[src/rtl/spi_diag_pkg.sv]
package spi_diag_pkg;

    // Position of the slave within a frame
    typedef enum logic [1:0] {
        PH_IDLE  = 2'd0,
        PH_HEAD  = 2'd1,
        PH_SHIFT = 2'd2
    } frame_ph_e;

    // Edge events seen in the system clock domain
    typedef struct packed {
        logic cs_fall;
        logic cs_rise;
        logic sck_rise;
        logic sck_fall;
    } spi_evt_t;

endpackage

[src/rtl/spi_diag_sync.sv]
module spi_diag_sync #(
    parameter int unsigned   N       = 1,
    parameter logic [N-1:0]  RST_VAL = '0
) (
    input  logic         clk,
    input  logic         rst_n,
    input  logic [N-1:0] d_i,
    output logic [N-1:0] q_o
);

    typedef struct packed {
        logic [N-1:0] s1;
        logic [N-1:0] s2;
    } sync_st_t;

    sync_st_t st_d, st_q;

    always_comb begin
        st_d.s1 = d_i;
        st_d.s2 = st_q.s1;
    end

    always_ff @(posedge clk or negedge rst_n) begin
        if (!rst_n) begin
            st_q.s1 <= RST_VAL;
            st_q.s2 <= RST_VAL;
        end else begin
            st_q <= st_d;
        end
    end

    assign q_o = st_q.s2;

endmodule

[src/rtl/spi_diag_edge.sv]
module spi_diag_edge
    import spi_diag_pkg::*;
(
    input  logic     clk,
    input  logic     rst_n,
    input  logic     cs_s,
    input  logic     sck_s,
    output spi_evt_t evt_o
);

    typedef struct packed {
        logic cs_p;
        logic sck_p;
    } edge_st_t;

    edge_st_t st_d, st_q;

    always_comb begin
        st_d.cs_p  = cs_s;
        st_d.sck_p = sck_s;

        evt_o.cs_fall  =  st_q.cs_p & ~cs_s;
        evt_o.cs_rise  = ~st_q.cs_p &  cs_s;
        // serial clock edges only count inside a frame
        evt_o.sck_rise = ~cs_s & ~st_q.sck_p &  sck_s;
        evt_o.sck_fall = ~cs_s &  st_q.sck_p & ~sck_s;
    end

    always_ff @(posedge clk or negedge rst_n) begin
        if (!rst_n) begin
            st_q.cs_p  <= 1'b1;
            st_q.sck_p <= 1'b0;
        end else begin
            st_q <= st_d;
        end
    end

endmodule

[src/rtl/spi_diag_shifter.sv]
module spi_diag_shifter
    import spi_diag_pkg::*;
#(
    parameter int unsigned WORD_W = 16,
    parameter int unsigned CNT_W  = 3
) (
    input  logic              clk,
    input  logic              rst_n,
    input  spi_evt_t          evt_i,
    input  logic              sdi_s,
    input  logic [WORD_W-1:0] load_i,
    output logic [WORD_W-1:0] word_o,
    output logic              out_bit_o,
    output logic [CNT_W-1:0]  cnt_o,
    output logic              any_o
);

    localparam int unsigned MSB = WORD_W - 1;

    typedef struct packed {
        logic [WORD_W-1:0] sr;
        logic              out_bit;
        logic [CNT_W-1:0]  cnt;
        logic              any;
    } shf_st_t;

    shf_st_t st_d, st_q;

    always_comb begin
        st_d = st_q;
        if (evt_i.cs_fall) begin
            st_d.sr      = load_i;
            st_d.out_bit = load_i[MSB];
            st_d.cnt     = '0;
            st_d.any     = 1'b0;
        end else begin
            // launch on rising serial clock
            if (evt_i.sck_rise) begin
                st_d.out_bit = st_q.sr[MSB];
            end
            // capture on falling serial clock, count modulo 2**CNT_W
            if (evt_i.sck_fall) begin
                st_d.sr  = {st_q.sr[MSB-1:0], sdi_s};
                st_d.cnt = st_q.cnt + CNT_W'(1);
                st_d.any = 1'b1;
            end
        end
    end

    always_ff @(posedge clk or negedge rst_n) begin
        if (!rst_n) begin
            st_q <= '0;
        end else begin
            st_q <= st_d;
        end
    end

    assign word_o    = st_q.sr;
    assign out_bit_o = st_q.out_bit;
    assign cnt_o     = st_q.cnt;
    assign any_o     = st_q.any;

endmodule

[src/rtl/spi_diag_slave.sv]
module spi_diag_slave
    import spi_diag_pkg::*;
#(
    parameter int unsigned WORD_W = 16
) (
    input  logic              clk,
    input  logic              rst_n,
    input  logic              cs_n,
    input  logic              sclk,
    input  logic              sdi,
    input  logic [WORD_W-1:0] diag_word,
    output logic              sdo,
    output logic              sdo_oe,
    output logic [WORD_W-1:0] cmd_word,
    output logic              cmd_valid
);

    localparam int unsigned BYTE_BITS = 8;
    localparam int unsigned CNT_W     = $clog2(BYTE_BITS);

    typedef struct packed {
        frame_ph_e         phase;
        logic              terr;
        logic [WORD_W-1:0] cmd_word;
        logic              cmd_valid;
    } ctl_st_t;

    ctl_st_t st_d, st_q;

    logic [2:0]        pins_s;
    logic              cs_s, sck_s, sdi_s;
    spi_evt_t          evt;
    logic [WORD_W-1:0] sr_word;
    logic              out_bit;
    logic [CNT_W-1:0]  bit_cnt;
    logic              any_bits;
    logic              cs_rise_w, frame_ok, frame_bad, frame_empty;

    // chip select idles high, so its synchroniser resets high
    spi_diag_sync #(.N(3), .RST_VAL(3'b100)) sync_i (
        .clk   (clk),
        .rst_n (rst_n),
        .d_i   ({cs_n, sclk, sdi}),
        .q_o   (pins_s)
    );

    assign cs_s  = pins_s[2];
    assign sck_s = pins_s[1];
    assign sdi_s = pins_s[0];

    spi_diag_edge edge_i (
        .clk   (clk),
        .rst_n (rst_n),
        .cs_s  (cs_s),
        .sck_s (sck_s),
        .evt_o (evt)
    );

    spi_diag_shifter #(.WORD_W(WORD_W), .CNT_W(CNT_W)) shf_i (
        .clk       (clk),
        .rst_n     (rst_n),
        .evt_i     (evt),
        .sdi_s     (sdi_s),
        .load_i    (diag_word),
        .word_o    (sr_word),
        .out_bit_o (out_bit),
        .cnt_o     (bit_cnt),
        .any_o     (any_bits)
    );

    assign cs_rise_w   = evt.cs_rise;
    assign frame_ok    = any_bits & (bit_cnt == '0);
    assign frame_bad   = any_bits & (bit_cnt != '0);
    assign frame_empty = ~any_bits;

    always_comb begin
        st_d           = st_q;
        st_d.cmd_valid = 1'b0;
        if (evt.cs_fall) begin
            st_d.phase = PH_HEAD;
        end else if (evt.cs_rise) begin
            st_d.phase = PH_IDLE;
            if (frame_ok) begin
                st_d.cmd_word  = sr_word;
                st_d.cmd_valid = 1'b1;
                st_d.terr      = 1'b0;
            end else if (frame_bad) begin
                st_d.terr = 1'b1;
            end
        end else if (evt.sck_rise && st_q.phase == PH_HEAD) begin
            st_d.phase = PH_SHIFT;
        end
    end

    always_ff @(posedge clk or negedge rst_n) begin
        if (!rst_n) begin
            st_q.phase     <= PH_IDLE;
            st_q.terr      <= 1'b1;
            st_q.cmd_word  <= '0;
            st_q.cmd_valid <= 1'b0;
        end else begin
            st_q <= st_d;
        end
    end

    // head window: flag ORed with serial in, then shifted data
    assign sdo_oe    = ~cs_s;
    assign sdo       = cs_s ? 1'b0
                     : (st_q.phase == PH_SHIFT) ? out_bit
                     : (st_q.terr | sdi_s);
    assign cmd_word  = st_q.cmd_word;
    assign cmd_valid = st_q.cmd_valid;

endmodule

[config.mk]
export PLATFORM = sky130hd
export DESIGN_NAME = spi_diag_slave
export DESIGN_NICKNAME = d
export VERILOG_FILES = /design/src/rtl/spi_diag_pkg.sv /design/src/rtl/spi_diag_sync.sv /design/src/rtl/spi_diag_edge.sv /design/src/rtl/spi_diag_shifter.sv /design/src/rtl/spi_diag_slave.sv
export SDC_FILE = /design/constraint.sdc
export NUM_CORES = 1
export LEC_CHECK = 0
export ABC_AREA = 1
export CORE_MARGIN = 1.5
export CORE_UTILIZATION = 62
export CTS_BUF_LIST = sky130_fd_sc_hd__clkbuf_8
export DETAILED_ROUTE_END_ITERATION = 8
export DONT_BUFFER_PORTS = 1
export GPL_TIMING_DRIVEN = 0
export PLACE_DENSITY = 0.78
export SLEW_MARGIN = 20
export SYNTH_ARGS = -nofsm -noshare
export SYNTH_HDL_FRONTEND = slang
export SYNTH_SLANG_ARGS = --single-unit
[constraint.sdc]
create_clock -name clk -period 4.5 [get_ports clk]
set_input_delay 0.225 -clock clk [delete_from_list [all_inputs] [get_ports clk]]
set_output_delay 0.225 -clock clk [all_outputs]
set_load 0.1 [all_outputs]
==> results.txt <==
The run finished with clean final reports. The share of synthesized area occupied by flip-flops and latches came out at 51.1%. From left edge to right edge, the die measures 65.3 um. Leaving out fill and tap cells, the most frequent cell in the layout is nand2_1. 0 antenna diodes ended up in the layout.

STA classifies the critical path endpoint as an output port. The final global-route overflow total is 0. The power density over the cells came out at 631 nW/um^2.

After detailed routing, the number of vias per cell comes to 5.11. The final setup TNS came out at 0 ns. The total number of nets in the final design came out at 278.

The starting DRC count in detailed routing is 96. For this design, the CTS-stage hold fixing added 5 buffers. The fraction of layout cells with a size suffix above 1 is 35.4%. The number of cell rows came out at 22. STA classifies the critical path startpoint as a register.

For the pin with the worst max-slew slack, the measured transition is 0.858 ns. Setup repair after global routing left no endpoint under its margin. On the critical path the largest part of the delay comes from compound AO/OA/AOI/OAI gates. The netlist area before placement came out at 2410 um^2. The number of placed instances, taps included, is 289.

The top-level port count is 40. After layout, the design draws a total of 0.00168 W. The timing-limited maximum frequency came out at roughly 460 MHz.

On the critical path, the stage with the largest delay is an instance of a21oi_4. The end point of the worst hold path is shf_i.out_bit_o. The buffer depth of the longest clock path came out at 2. The start-to-end type of the worst setup path is register to output port. The full die area came out at between 4000 and 5000 um^2.

The final-report max-slew violation count came out at 0. The worst endpoint required time came out at 4.28 ns. The congestion estimate from routability-driven global placement came to about 0.77.

The area of the core came out at approximately 3700 um^2. After layout, the worst path uses 48.7% of the clock period. Clock-pin slew was measured on the worst setup and hold paths at 0.09 ns. Synthesis produced a netlist with a net count of 266. The total clock buffers created by CTS came out at 5. The highest ir drop seen on vdd came out at 0.316 mV. The worst slack after detailed placement is 2.41 ns.

The critical path data arrival time is 1.97 ns. The TritonCTS sink count came out at 49. Together, buffers and inverters on the worst path number 1. The count of port buffers added during placement is 0.

The top cell types in the final layout, fill and taps aside, are nand2_1, dfrtp_1, o21ai_2. The final setup violation count is 0. The total of cells resized after clock tree synthesis came out at 0. After synthesis the netlist holds a flip-flop and latch count of 49.

The least setup slack across all paths after layout is 2.31 ns. The worst hold path passes through 2 cells. The startpoint identified for the worst register-to-register timing path is sync_i.q_o[2].

A synthesized cell averages 9.99 um^2. The Yosys step of the flow raised 0 warnings. The layout has 280 filler cells.

Summed over all cells, the static leakage comes to 1.31 nW. The CTS tree is done. The largest driver fanout on the critical path is 4. The path class of the tightest hold or removal check is input pin to register. The starting density of the core is 65.3%. The root buffer cell chosen for the clock tree is clkbuf_8.

The number of nets with antenna violations after routing came out at 0. The maximum number of pins on one net before global-route repair is 50. Headroom to the max-slew limit came out at 42.8%. In this run the worst setup path begins at sync_i.q_o[2]. The clock arrives with 0.00508 ns of skew. The average wire per cell in the routed design is roughly 14 um.

The first global-routing pass estimated 7.44 mm of wire. The minimum period implied by the final worst setup slack came out at approximately 2.2 ns. The number of remaining DRC errors is 0. The number of global-route vias before repair came out at 1,563. The signal on the critical path passes through inv_2 -> o21ai_0 -> a21oi_4. The distinct cell type count of the synthesized netlist is 23. The overall routing resource usage is 23.6%. The number of maximum-capacitance constraint violations is 0. The worst register-to-register path ends at shf_i.word_o[4]. The area growth from synthesis to layout came out at 10.5%. The non-filler instance count after layout is 302. The wire length after detailed routing is 4.29 mm. Before antenna repair, the detailed router went through 4 iterations.

The sum of net half-perimeters after detailed placement came out at 2.85 mm. The number of levels the H-tree was split into is 2. The die extent in y came out at 65.3 um. The worst-case register-to-register setup slack is about 2.6 ns.

The clock network latency to the later pin of the worst-skew pair came out at roughly 0.30 ns. The largest stage delay on the critical path is 0.61 ns. The count of vias placed by the detailed router came out at between 1.5k and 2k. The path depth of the worst reg2reg path is 7.

The number of hold violations in the final report is 0. The number of antenna violations at the first check in global routing is 0. The buffer count from post-CTS setup fixing is 0. The beginning of the worst hold path is diag_word[15]. In the synthesized netlist, the number of instances is 241.
stage by stage:
step	utilization [%]	hold WS (ns)	instance area, um^2
after global placement	66.9	-0.0692	2470
after global routing	72.2	0.0927	2660
after detailed placement	67.0	-0.0694	2470
final	72.2	0.0723	2660
after floorplan	-	-0.0706	2410
after CTS	72.0	0.0662	2660
layout make-up:
class	instances	area, um^2	area share, %
buffer	26	229	8.60
clock buffer	5	68.8	2.58
clock inverter	3	46.3	1.74
inverter	24	97.6	3.67
multi-input combinational	142	862	32.4
sequential	49	1230	46.2
tap	48	60.1	2.26
timing repair buffer	5	67.6	2.54
cells by family (layout without fill, tap and decap cells):
kind of cell / Yosys count / in the layout / share of synthesized area [%]
flip-flops: 49 / 49 / 51.1
adder cells (fa/ha/maj): 4 / 4 / 2.08
buffers and inverters: 50 / 63 / 13.6
XOR/XNOR: 1 / 1 / 0.364
AO/OA/AOI/OAI: 47 / 47 / 13.8
AND/OR/NAND/NOR: 90 / 90 / 19.1
power by group:
| group | internal (W) | leakage (nW) | switching, W | total (W) |
|---|---|---|---|---|
| Combinational | 0.000176 | 0.640 | 0.000572 | 0.000748 |
| Clock | 0.000166 | 0.0543 | 0.000152 | 0.000318 |
| Sequential | 0.000547 | 0.614 | 0.0000650 | 0.000612 |
cell usage after synthesis:
library cell	n	area share (%)
a21oi_1	1	0.21
buf_4	17	5.3
buf_6	9	4.2
dfrtp_1	45	47
dfstp_2	4	4.4
ha_1	4	2.1
inv_1	22	3.4
inv_2	1	0.16
inv_8	1	0.47
nand2_1	55	8.6
nand2_2	15	3.9
nand2_4	1	0.47
nand2_8	1	0.83
nand3_1	5	1.0
nand3_2	3	1.2
nand3b_4	1	0.83
nand4_1	1	0.26
nor2_1	7	1.1
nor2_8	1	0.83
o21ai_0	13	2.7
o21ai_1	7	1.5
o21ai_2	26	9.5
xor2_1	1	0.36
sequential cells by signal, summed over array words and instances (netlist names), 2 cells and up:
name and cells:
cmd_word 16, edge_i.st_q 2, shf_i.cnt_o 3, shf_i.word_o 16, st_q 3, sync_i.q_o 3, sync_i.st_d 3
how the worst max path moves through the flow:
stage,endpoint,cells past startpoint
2_1_floorplan,sdo,3
3_3_place_gp,sdo,3
3_5_place_dp,sdo,3
4_1_cts,sdo,3
5_1_grt,sdo,3
6_report,sdo,3
layer usage:
layer / part of all wire [%] / wire length, um / vias to the layer above / GRT usage, %
met5: 0 / 0 / - / 0
met4: 2.0 / 87 / 0 / 9.90
li1: - / - / 770 / -
met3: 5.1 / 219 / 9 / 5.14
met2: 48 / 2050 / 34 / 37.5
met1: 45 / 1930 / 731 / 31.5
Power figures use the tool's default switching activity.
